$ cat src/rtl/poison_clear_pkg.sv
package poison_clear_pkg;
  typedef enum logic [2:0] {
    ST_OK       = 3'd0,
    ST_BAD_ADDR = 3'd1,
    ST_INT_ERR  = 3'd2
  } status_e;

  typedef enum logic [2:0] {
    S_IDLE, S_CHECK, S_WRITE, S_SEARCH, S_SPLIT, S_DONE
  } state_e;

  // strobes from control to datapath
  typedef struct packed {
    logic latchCmd;
    logic searchClr;
    logic searchInc;
    logic doSplit;
  } dp_ctrl_t;
endpackage

$ cat src/rtl/poison_table_dp.sv
module poison_table_dp
  import poison_clear_pkg::*;
#(
  parameter int ADDR_W = 64,
  parameter int LINE_BYTES = 64,
  parameter int DEPTH = 8,
  parameter int TYPE_W = 3,
  parameter logic [ADDR_W:0] DEV_SIZE = 65'h10000,
  localparam int IDX_W = $clog2(DEPTH),
  localparam int CNT_W = $clog2(DEPTH + 1),
  localparam int DATA_W = LINE_BYTES * 8
) (
  input  logic              clk,
  input  logic              rst_n,
  input  dp_ctrl_t          ctl,
  input  logic [ADDR_W-1:0] cmdAddr,
  input  logic [DATA_W-1:0] cmdData,
  input  logic              ldEn,
  input  logic [IDX_W-1:0]  ldIdx,
  input  logic              ldValid,
  input  logic [ADDR_W-1:0] ldStart,
  input  logic [ADDR_W-1:0] ldLen,
  input  logic [TYPE_W-1:0] ldType,
  input  logic [IDX_W-1:0]  rdIdx,
  output logic              rdValid,
  output logic [ADDR_W-1:0] rdStart,
  output logic [ADDR_W-1:0] rdLen,
  output logic [TYPE_W-1:0] rdType,
  output logic [ADDR_W-1:0] lineAddr,
  output logic [DATA_W-1:0] lineData,
  output logic              inRange,
  output logic              hit,
  output logic              lastIdx,
  output logic [CNT_W-1:0]  entryCount,
  output logic              overflow
);
  localparam logic [ADDR_W:0] LINE_W = (ADDR_W+1)'(LINE_BYTES);

  logic [DEPTH-1:0]  entValid;
  logic [ADDR_W-1:0] entStart [DEPTH];
  logic [ADDR_W-1:0] entLen   [DEPTH];
  logic [TYPE_W-1:0] entType  [DEPTH];
  logic [IDX_W-1:0]  searchIdx;

  logic [ADDR_W:0] lineEnd, curEnd;
  logic            hasLow, hasUp, freeFound;
  logic [IDX_W-1:0] freeIdx;

  assign lineEnd = {1'b0, lineAddr} + LINE_W;
  assign inRange = (lineEnd <= DEV_SIZE);
  assign curEnd  = {1'b0, entStart[searchIdx]} + {1'b0, entLen[searchIdx]};
  assign hit     = entValid[searchIdx] && (entStart[searchIdx] <= lineAddr)
                   && ({1'b0, lineAddr} < curEnd);
  assign lastIdx = (searchIdx == IDX_W'(DEPTH - 1));
  assign hasLow  = lineAddr > entStart[searchIdx];
  assign hasUp   = lineEnd < curEnd;

  // lowest invalid slot
  always_comb begin
    freeFound = 1'b0;
    freeIdx   = '0;
    for (int i = DEPTH - 1; i >= 0; i--) begin
      if (!entValid[i]) begin
        freeFound = 1'b1;
        freeIdx   = IDX_W'(i);
      end
    end
  end

  always_ff @(posedge clk) begin
    if (!rst_n) begin
      lineAddr  <= '0;
      lineData  <= '0;
      searchIdx <= '0;
    end else begin
      if (ctl.latchCmd) begin
        lineAddr <= cmdAddr;
        lineData <= cmdData;
      end
      if (ctl.searchClr)      searchIdx <= '0;
      else if (ctl.searchInc) searchIdx <= searchIdx + 1'b1;
    end
  end

  always_ff @(posedge clk) begin
    if (!rst_n) begin
      entValid <= '0;
      overflow <= 1'b0;
      for (int i = 0; i < DEPTH; i++) begin
        entStart[i] <= '0;
        entLen[i]   <= '0;
        entType[i]  <= '0;
      end
    end else if (ldEn) begin
      entValid[ldIdx] <= ldValid;
      entStart[ldIdx] <= ldStart;
      entLen[ldIdx]   <= ldLen;
      entType[ldIdx]  <= ldType;
    end else if (ctl.doSplit) begin
      entValid[searchIdx] <= hasLow;
      if (hasLow) entLen[searchIdx] <= lineAddr - entStart[searchIdx];
      if (hasUp) begin
        if (!hasLow) begin
          entValid[searchIdx] <= 1'b1;
          entStart[searchIdx] <= lineEnd[ADDR_W-1:0];
          entLen[searchIdx]   <= ADDR_W'(curEnd - lineEnd);
        end else if (freeFound) begin
          entValid[freeIdx] <= 1'b1;
          entStart[freeIdx] <= lineEnd[ADDR_W-1:0];
          entLen[freeIdx]   <= ADDR_W'(curEnd - lineEnd);
          entType[freeIdx]  <= entType[searchIdx];
        end else begin
          overflow <= 1'b1;
        end
      end
    end
  end

  assign rdValid    = entValid[rdIdx];
  assign rdStart    = entStart[rdIdx];
  assign rdLen      = entLen[rdIdx];
  assign rdType     = entType[rdIdx];
  assign entryCount = CNT_W'($countones(entValid));
endmodule

$ cat src/rtl/poison_clear_ctrl.sv
module poison_clear_ctrl
  import poison_clear_pkg::*;
(
  input  logic     clk,
  input  logic     rst_n,
  input  logic     start,
  input  logic     inRange,
  input  logic     wrDone,
  input  logic     wrOk,
  input  logic     hit,
  input  logic     lastIdx,
  output dp_ctrl_t ctl,
  output logic     wrReq,
  output logic     done,
  output status_e  status
);
  state_e state, nextState;
  status_e nextStatus;

  always_comb begin
    nextState  = state;
    nextStatus = status;
    ctl        = '0;
    unique case (state)
      S_IDLE: if (start) begin
        ctl.latchCmd = 1'b1;
        nextState    = S_CHECK;
      end
      S_CHECK: begin
        if (!inRange) begin
          nextStatus = ST_BAD_ADDR;
          nextState  = S_DONE;
        end else begin
          nextState = S_WRITE;
        end
      end
      S_WRITE: if (wrDone) begin
        if (!wrOk) begin
          nextStatus = ST_INT_ERR;
          nextState  = S_DONE;
        end else begin
          ctl.searchClr = 1'b1;
          nextState     = S_SEARCH;
        end
      end
      S_SEARCH: begin
        if (hit) begin
          nextState = S_SPLIT;
        end else if (lastIdx) begin
          nextStatus = ST_OK;
          nextState  = S_DONE;
        end else begin
          ctl.searchInc = 1'b1;
        end
      end
      S_SPLIT: begin
        ctl.doSplit = 1'b1;
        nextStatus  = ST_OK;
        nextState   = S_DONE;
      end
      S_DONE:  nextState = S_IDLE;
      default: nextState = S_IDLE;
    endcase
  end

  always_ff @(posedge clk) begin
    if (!rst_n) begin
      state  <= S_IDLE;
      status <= ST_OK;
    end else begin
      state  <= nextState;
      status <= nextStatus;
    end
  end

  assign wrReq = (state == S_WRITE);
  assign done  = (state == S_DONE);
endmodule

$ cat src/rtl/poison_clear_engine.sv
module poison_clear_engine
  import poison_clear_pkg::*;
#(
  parameter int ADDR_W = 64,
  parameter int LINE_BYTES = 64,
  parameter int DEPTH = 8,
  parameter int TYPE_W = 3,
  parameter logic [ADDR_W:0] DEV_SIZE = 65'h10000,
  localparam int IDX_W = $clog2(DEPTH),
  localparam int CNT_W = $clog2(DEPTH + 1),
  localparam int DATA_W = LINE_BYTES * 8
) (
  input  logic              clk,
  input  logic              rst_n,
  input  logic              start,
  input  logic [ADDR_W-1:0] cmdAddr,
  input  logic [DATA_W-1:0] cmdData,
  output logic              wrReq,
  output logic [ADDR_W-1:0] wrAddr,
  output logic [DATA_W-1:0] wrData,
  input  logic              wrDone,
  input  logic              wrOk,
  output logic              done,
  output logic [2:0]        status,
  input  logic              ldEn,
  input  logic [IDX_W-1:0]  ldIdx,
  input  logic              ldValid,
  input  logic [ADDR_W-1:0] ldStart,
  input  logic [ADDR_W-1:0] ldLen,
  input  logic [TYPE_W-1:0] ldType,
  input  logic [IDX_W-1:0]  rdIdx,
  output logic              rdValid,
  output logic [ADDR_W-1:0] rdStart,
  output logic [ADDR_W-1:0] rdLen,
  output logic [TYPE_W-1:0] rdType,
  output logic [CNT_W-1:0]  entryCount,
  output logic              overflow
);
  dp_ctrl_t ctl;
  status_e  statusE;
  logic     inRange, hit, lastIdx;

  poison_clear_ctrl u_ctrl (
    .clk, .rst_n, .start, .inRange, .wrDone, .wrOk, .hit, .lastIdx,
    .ctl, .wrReq, .done, .status(statusE)
  );

  poison_table_dp #(
    .ADDR_W(ADDR_W), .LINE_BYTES(LINE_BYTES), .DEPTH(DEPTH),
    .TYPE_W(TYPE_W), .DEV_SIZE(DEV_SIZE)
  ) u_dp (
    .clk, .rst_n, .ctl, .cmdAddr, .cmdData,
    .ldEn, .ldIdx, .ldValid, .ldStart, .ldLen, .ldType,
    .rdIdx, .rdValid, .rdStart, .rdLen, .rdType,
    .lineAddr(wrAddr), .lineData(wrData),
    .inRange, .hit, .lastIdx, .entryCount, .overflow
  );

  assign status = statusE;
endmodule

$ cat config.mk
export PLATFORM = sky130hd
export DESIGN_NAME = poison_clear_engine
export DESIGN_NICKNAME = d
export VERILOG_FILES = /design/src/rtl/poison_clear_pkg.sv /design/src/rtl/poison_table_dp.sv /design/src/rtl/poison_clear_ctrl.sv /design/src/rtl/poison_clear_engine.sv
export SDC_FILE = /design/constraint.sdc
export NUM_CORES = 2
export LEC_CHECK = 0
export BUFFER_PORTS_ARGS = -buffer_cell sky130_fd_sc_hd__buf_2
export CAP_MARGIN = 20
export CORE_AREA = 2 2 565 567
export DETAILED_ROUTE_END_ITERATION = 6
export DIE_AREA = 0 0 567 569
export PLACE_DENSITY = 0.47
export SLEW_MARGIN = 20
export SYNTH_ARGS = -nofsm -noshare
export SYNTH_HDL_FRONTEND = slang
export SYNTH_SLANG_ARGS = --single-unit
$ cat constraint.sdc
create_clock -name clk -period 13.31 [get_ports clk]
set_input_delay 0 -clock clk [delete_from_list [all_inputs] [get_ports clk]]
set_output_delay 0 -clock clk [all_outputs]
set_load 0.005 [all_outputs]
After elaboration in Yosys (flattened, before gate mapping)
Memories as Yosys holds them, arrays and structs flattened. A register that Yosys moved wholly into a read port is not among the register bits.
Index checks and enable logic that the tools add are counted.

word-level totals
  register bits after elaboration = 594
  bits in writable memories = 1048
  output and inout bits = 718
  word-level logic and storage cells = 181
  memories kept = 3

memory list
  name           depth  bits a word  read ports  clocked after memory_dff  wr ports  RTL line               text
  u_dp.entLen    8      64           2           1                         8         poison_table_dp.sv:41  logic [ADDR_W-1:0] entLen [DEPTH];
  u_dp.entStart  8      64           2           1                         8         poison_table_dp.sv:40  logic [ADDR_W-1:0] entStart [DEPTH];
  u_dp.entType   8      3            2           1                         8         poison_table_dp.sv:42  logic [TYPE_W-1:0] entType [DEPTH];

cells by class
  $add $sub $neg = 12
  magnitude comparators = 12
  equal/unequal tests = 13
  mux-type cells = 108
  bitwise operators = 6
  reductions and logical operators = 20

operator list
  kind                                                                                 count
  64-bit two-way mux                                                                   7
  64-bit OR reduction                                                                  6
  64-bit subtractor                                                                    2
  3-bit two-way mux                                                                    35
  64-bit by 64-bit adder with 65-bit output                                            1
  64-bit by 7-bit adder with 65-bit output, second input constant                      1
  65-bit by 17-bit <= comparator with 1-bit output, second input constant              1
  64-bit by 65-bit < comparator with 1-bit output                                      1
  65-bit < comparator                                                                  1
  64-bit greater-than comparator                                                       1
  64-bit <= comparator                                                                 1
  1-bit two-way mux                                                                    52
  8-bit two-way mux                                                                    5
  8-bit bitwise mux                                                                    2
  3-bit by 4-bit < comparator with 1-bit output, second input constant                 4
  8-bit OR                                                                             2
  3-bit case mux with 5 select lines                                                   1
  4-bit adder                                                                          3
  3-bit case mux with 4 select lines                                                   1
  2-bit inequality test, second input constant                                         5
  1-bit demux with 3-bit select                                                        3
  3-bit equality test, second input constant                                           3
  3-bit by 1-bit greater-or-equal comparator with 1-bit output, second input constant  3
  1-bit by 1-bit adder with 2-bit output                                               4
  other kinds (17)                                                                     26

Depth between registers and ports, before layout
  depth after elaboration = 18
  gate-level depth with buffers = 37
  gate-level depth less buffers = 29

By module
A second synthesis with hierarchy kept.

second synthesis, totals
  cell total of the unflattened synthesis = 7902
  area total of the unflattened synthesis = 92767.7 µm²

modules (own cells, without submodules)
  module             instances  cells an instance  area an instance (µm²)
  poison_table_dp    1          7855               92381.1
  poison_clear_ctrl  1          47                 386.6

Least setup slack after synthesis
No wires, ideal clock.

  path kind = reg2reg
  start point = register (tool-made name)
  end point = memory u_dp.entLen[7][0], enable pin
  setup time = 0.852 ns
  data arrival time = 10.042 ns
  data required time = 12.458 ns
  path slack = 2.416 ns
  cell stages (with the launch flop) = 35
  buffers on the path = 7
  path through = dfxtp_1 > clkbuf_1 > clkbuf_1 > buf_1 > mux4_2 > mux2_2 > ha_1 > fa_1 > a211oi_1 > o211ai_1 > o2111a_1 > o211ai_1 > and3_1 > nor3_1 > o21ai_0 > o21ai_0 > a221o_1 > a21oi_1 > xnor2_1 > inv_1 > ha_1 > clkbuf_1 > and4_1 > or4bb_1 > nand4b_1 > or2_2 > o211ai_1 > o21bai_1 > nor2_2 > nor2_1 > buf_2 > buf_2 > buf_2 > a32oi_1 > nand3_1

RTL lines
  item           RTL line
  end, declared  poison_table_dp.sv:41

==> metrics.md <==
| Metric | Value |
|---|---|
| CTS tree | yes |
| RePlAce Congestion | 1.00 |
| Gate power share | 0.409 |
| Largest family of logic cells by synthesized area | multiplexers |
| Final Skew | 0.0907 ns |
| Least-Margin Pin Slew | 1.30 ns |
| Reg2reg setup slack | 1.79 ns |
| Maximum VDD drop | 102 uV |
| Final worst slack | 1.79 ns |
| Kind of critical path | reg -> reg |
| Drt pass-1 iters | 6 |
| Vias in the first global route | 84000 |
| Post-synthesis mux area share | 0.159 |
| Setup Fix Bufs, Post-CTS | 0 |
| Clk sink count | roughly 1600 |
| CP dominant cell by count | buf_4 |
| Clock network power share | 0.277 |
| CP arrival | ~12 ns |
| Sequential power share | 0.314 |
| Commonest non-fill, non-tap cell in the layout | nand2_1 |
| Total gr overflow | 0 |
| Setup crit end kind | flip-flop |
| Hold Fails Final Rpt | 0 |
| Ys async rst share | 0 |
| Buf/Inv on CP | 7 |
| Critical path required time | 13.90 ns |
| Yosys top cell area share | 0.335 |
| Initial antenna violation count | 128 |
| FF-to-FF path depth | 32 |
| Starting Density | 0.296 |
| Vias per cell | 5.60 |
| Net count, final | 12200 |
| Simple-gate share of the synthesized area | 0.119 |
| HP Start | cmdData[403] |
| Synth unique cells | 96 |
| Setup TNS | 0 ns |
| Die height | 569 um |
| PortBufs | about 1400 |
| Static Leakage | 0.0496 uW |
| Share of layout cells above drive strength 1 | 0.247 |
| Later-pin clock latency in the skew report | 0.92 ns |
| Vias | 87300 |
| Most frequent cells in the layout | nand2_1, buf_2, dlygate4sd3_1 |
| Total CTS buffers | 202 |
| Worst path top cell family by delay | simple AND/OR/NAND/NOR gates |
| CP Launch Type | flip-flop |
| F_max | a little under 90 MHz |
| Hold Crit Class | in -> reg |
| RSZ-0062 raised after global routing | no |
| Die W | 567 um |
| Register Area | 43400 um^2 |
| Max_slew headroom | 0.136 |
| Status | finished, final reports clean |
| Row count | just over 200 |
| Multi-input gate area | 47200 um^2 |
| FF+latch count, synth | 1644 |
| Compound-gate portion of the synthesized area | 0.155 |
| WL/cell | roughly 35 um |
| Post-synth top area cell | edfxtp_1 |
| Die area | 323000 um^2 |
| Hold Crit Depth | 4 |
| Power per standard cell area | 161 nW/um^2 |
| Max cap viols | 0 |
| Total wire length | 543 mm |
| Pin count of the biggest net entering global routing | about 190 |
| Switching part of the total power | 0.423 |
| Worst hold endpoint | u_dp.lineData[403] |
| Number of synthesized flops with an enable pin | 1048 |
| Synth Area per Inst | 10.8 um^2 |
| DRC viols | 0 |
| Final setup viols | 0 |
| Net Switching | ~8500 uW |
| Pre-CTS WS | 1.93 ns |
| Root Buffer | clkbuf_16 |
| Synth area leaders | edfxtp_1, dfxtp_1, mux4_2 |
| Tcrit/Tclk final | 0.866 |
| Sequential area share after synthesis | 0.463 |
| First-pass GRT wire length | 724 mm |
| Total power | around 20000 uW |
| Syn nets | approximately 9700 |
| Dominant synthesized flop cell | edfxtp_1 |
| Largest stage delay, worst path | roughly 0.8 ns |
| Fillers | 31200 |
| Clock transition at path regs | 0.06 ns |
| Slew Limit Fails | 0 |
| Reg-to-reg critical path endpoint | u_dp.entLen[4][58] |
| H-Tree Depth | 4 |
| Clock Path Buffers | 4 |
| Crit-path slowest cell | dfxtp_4 |
| Post-detail-place hpwl | 412 mm |
| CP max FO | 38 |
| Final Util | 0.397 |
| P_int | 11600 uW |
| Period minus WS final | 11.52 ns |
| Area Overhead vs Synth | 34.0% |
| Antenna-violating nets left | 0 |
| Synth Area in Adders | 0.0443 |
| XOR/XNOR share of the synthesized area | 0.0227 |
| Top-Level Pins | 1438 |
| Initial DRC Count | 10400 |
| Yosys warns | 0 |
| Mapped Cells | 8695 |
| GRT Total Usage | 0.324 |
| Hold Slack | about 0.052 ns |
| CORE AREA | 317000 um^2 |
| Cell area after synthesis | 93800 um^2 |
[tightest hold or removal path, cell delays in order]
cell	delay, ns
dlygate4sd3_1	0.58
buf_2	0.14
nand2_1	0.10
a21boi_0	0.09
[flip-flops by register name, indices dropped and copies added (netlist names), named ones only]
name and count:
u_dp.entType 24, u_ctrl.status 2, u_dp.entLen 512, u_ctrl.state 3
u_dp.overflow 1, u_dp.entStart 512, u_dp.entValid 8, u_dp.lineData 512
u_dp.lineAddr 64, u_dp.searchIdx 3
[layer usage]
layer	routed length, um	global-route usage
met1	222000	0.423
met2	246000	0.512
met3	45400	0.0692
met4	30000	0.149
met5	377	0
[logic make-up (layout without fill, tap and decap cells)]
| kind of cell | Yosys count | in the layout |
|---|---|---|
| AO/OA/AOI/OAI | 2124 | 2124 |
| XOR/XNOR | 243 | 243 |
| adder cells (fa/ha/maj) | 328 | 328 |
| buffers and inverters | 898 | 3545 |
| flip-flops | 1644 | 1644 |
| multiplexers | 804 | 804 |
| other | 1 | 62 |
| AND/OR/NAND/NOR | 2653 | 2653 |
[worst max-delay path by stage]
stage	start	cells after the start	end	slack (ns)
finish	flip-flop	32	u_dp.entLen[4][58]	1.79
global placement	flip-flop	31	u_dp.entLen[1][40]	1.96
detailed placement	flip-flop	32	u_dp.entLen[4][15]	1.93
CTS	flip-flop	32	u_dp.entLen[4][55]	1.91
floorplan	flip-flop	34	u_dp.entLen[7][0]	2.42
global route	flip-flop	27	u_dp.entLen[4][51]	1.35
[metrics by stage]
step | cell area, um^2 | cells
after global placement | 106000 | 13900
after global routing | 126000 | 15600
after CTS | 125000 | 15500
after detailed placement | 106000 | 13900
final | 126000 | 15600
after floorplan | 93800 | 8695
[cell type report]
class,instances,area share
clock buffer,271,0.0444
clock inverter,103,0.00749
multi-input combinational,6153,0.376
timing repair buffer,2918,0.176
inverter,253,0.00756
tap,4180,0.0416
sequential,1644,0.345
antenna,61,0.00121
[power groups by stage]
stage	registers [uW]	logic [uW]	clock network (uW)
floorplan	6300	4100	0
global placement	6390	7710	0
detailed placement	6420	7740	0
CTS	6310	8080	5680
global route	6370	8670	5860
finish	6330	8250	5600
[repair_timing]
item                                    in CTS  in global routing
hold buffers                              1279                  0
endpoints found under the hold margin     1726                  0
gates resized for setup                      0                  0
endpoints found under the setup margin       0                  0
[cell usage after synthesis (20+ instances only)]
cell / n
and2_1: 48
dfxtp_1: 596
and3_1: 43
and4_1: 20
a21oi_1: 278
nand4_1: 87
a21o_1: 130
o21bai_1: 40
nor2b_1: 28
nand2_1: 1451
a211oi_1: 29
a31oi_1: 27
o22ai_1: 463
buf_2: 98
inv_1: 253
xnor2_1: 139
o211ai_1: 31
buf_1: 79
mux4_2: 526
clkbuf_1: 454
mux2_2: 197
nor2_1: 706
o21ai_1: 83
nand3_1: 93
o21ai_0: 172
nand2b_1: 34
o22ai_2: 30
o31ai_1: 32
a21boi_0: 585
xor2_1: 104
nor3_1: 57
mux2i_1: 81
a22oi_1: 41
ha_1: 321
edfxtp_1: 1048
o21a_1: 28
(Power assumes the default switching activity.)
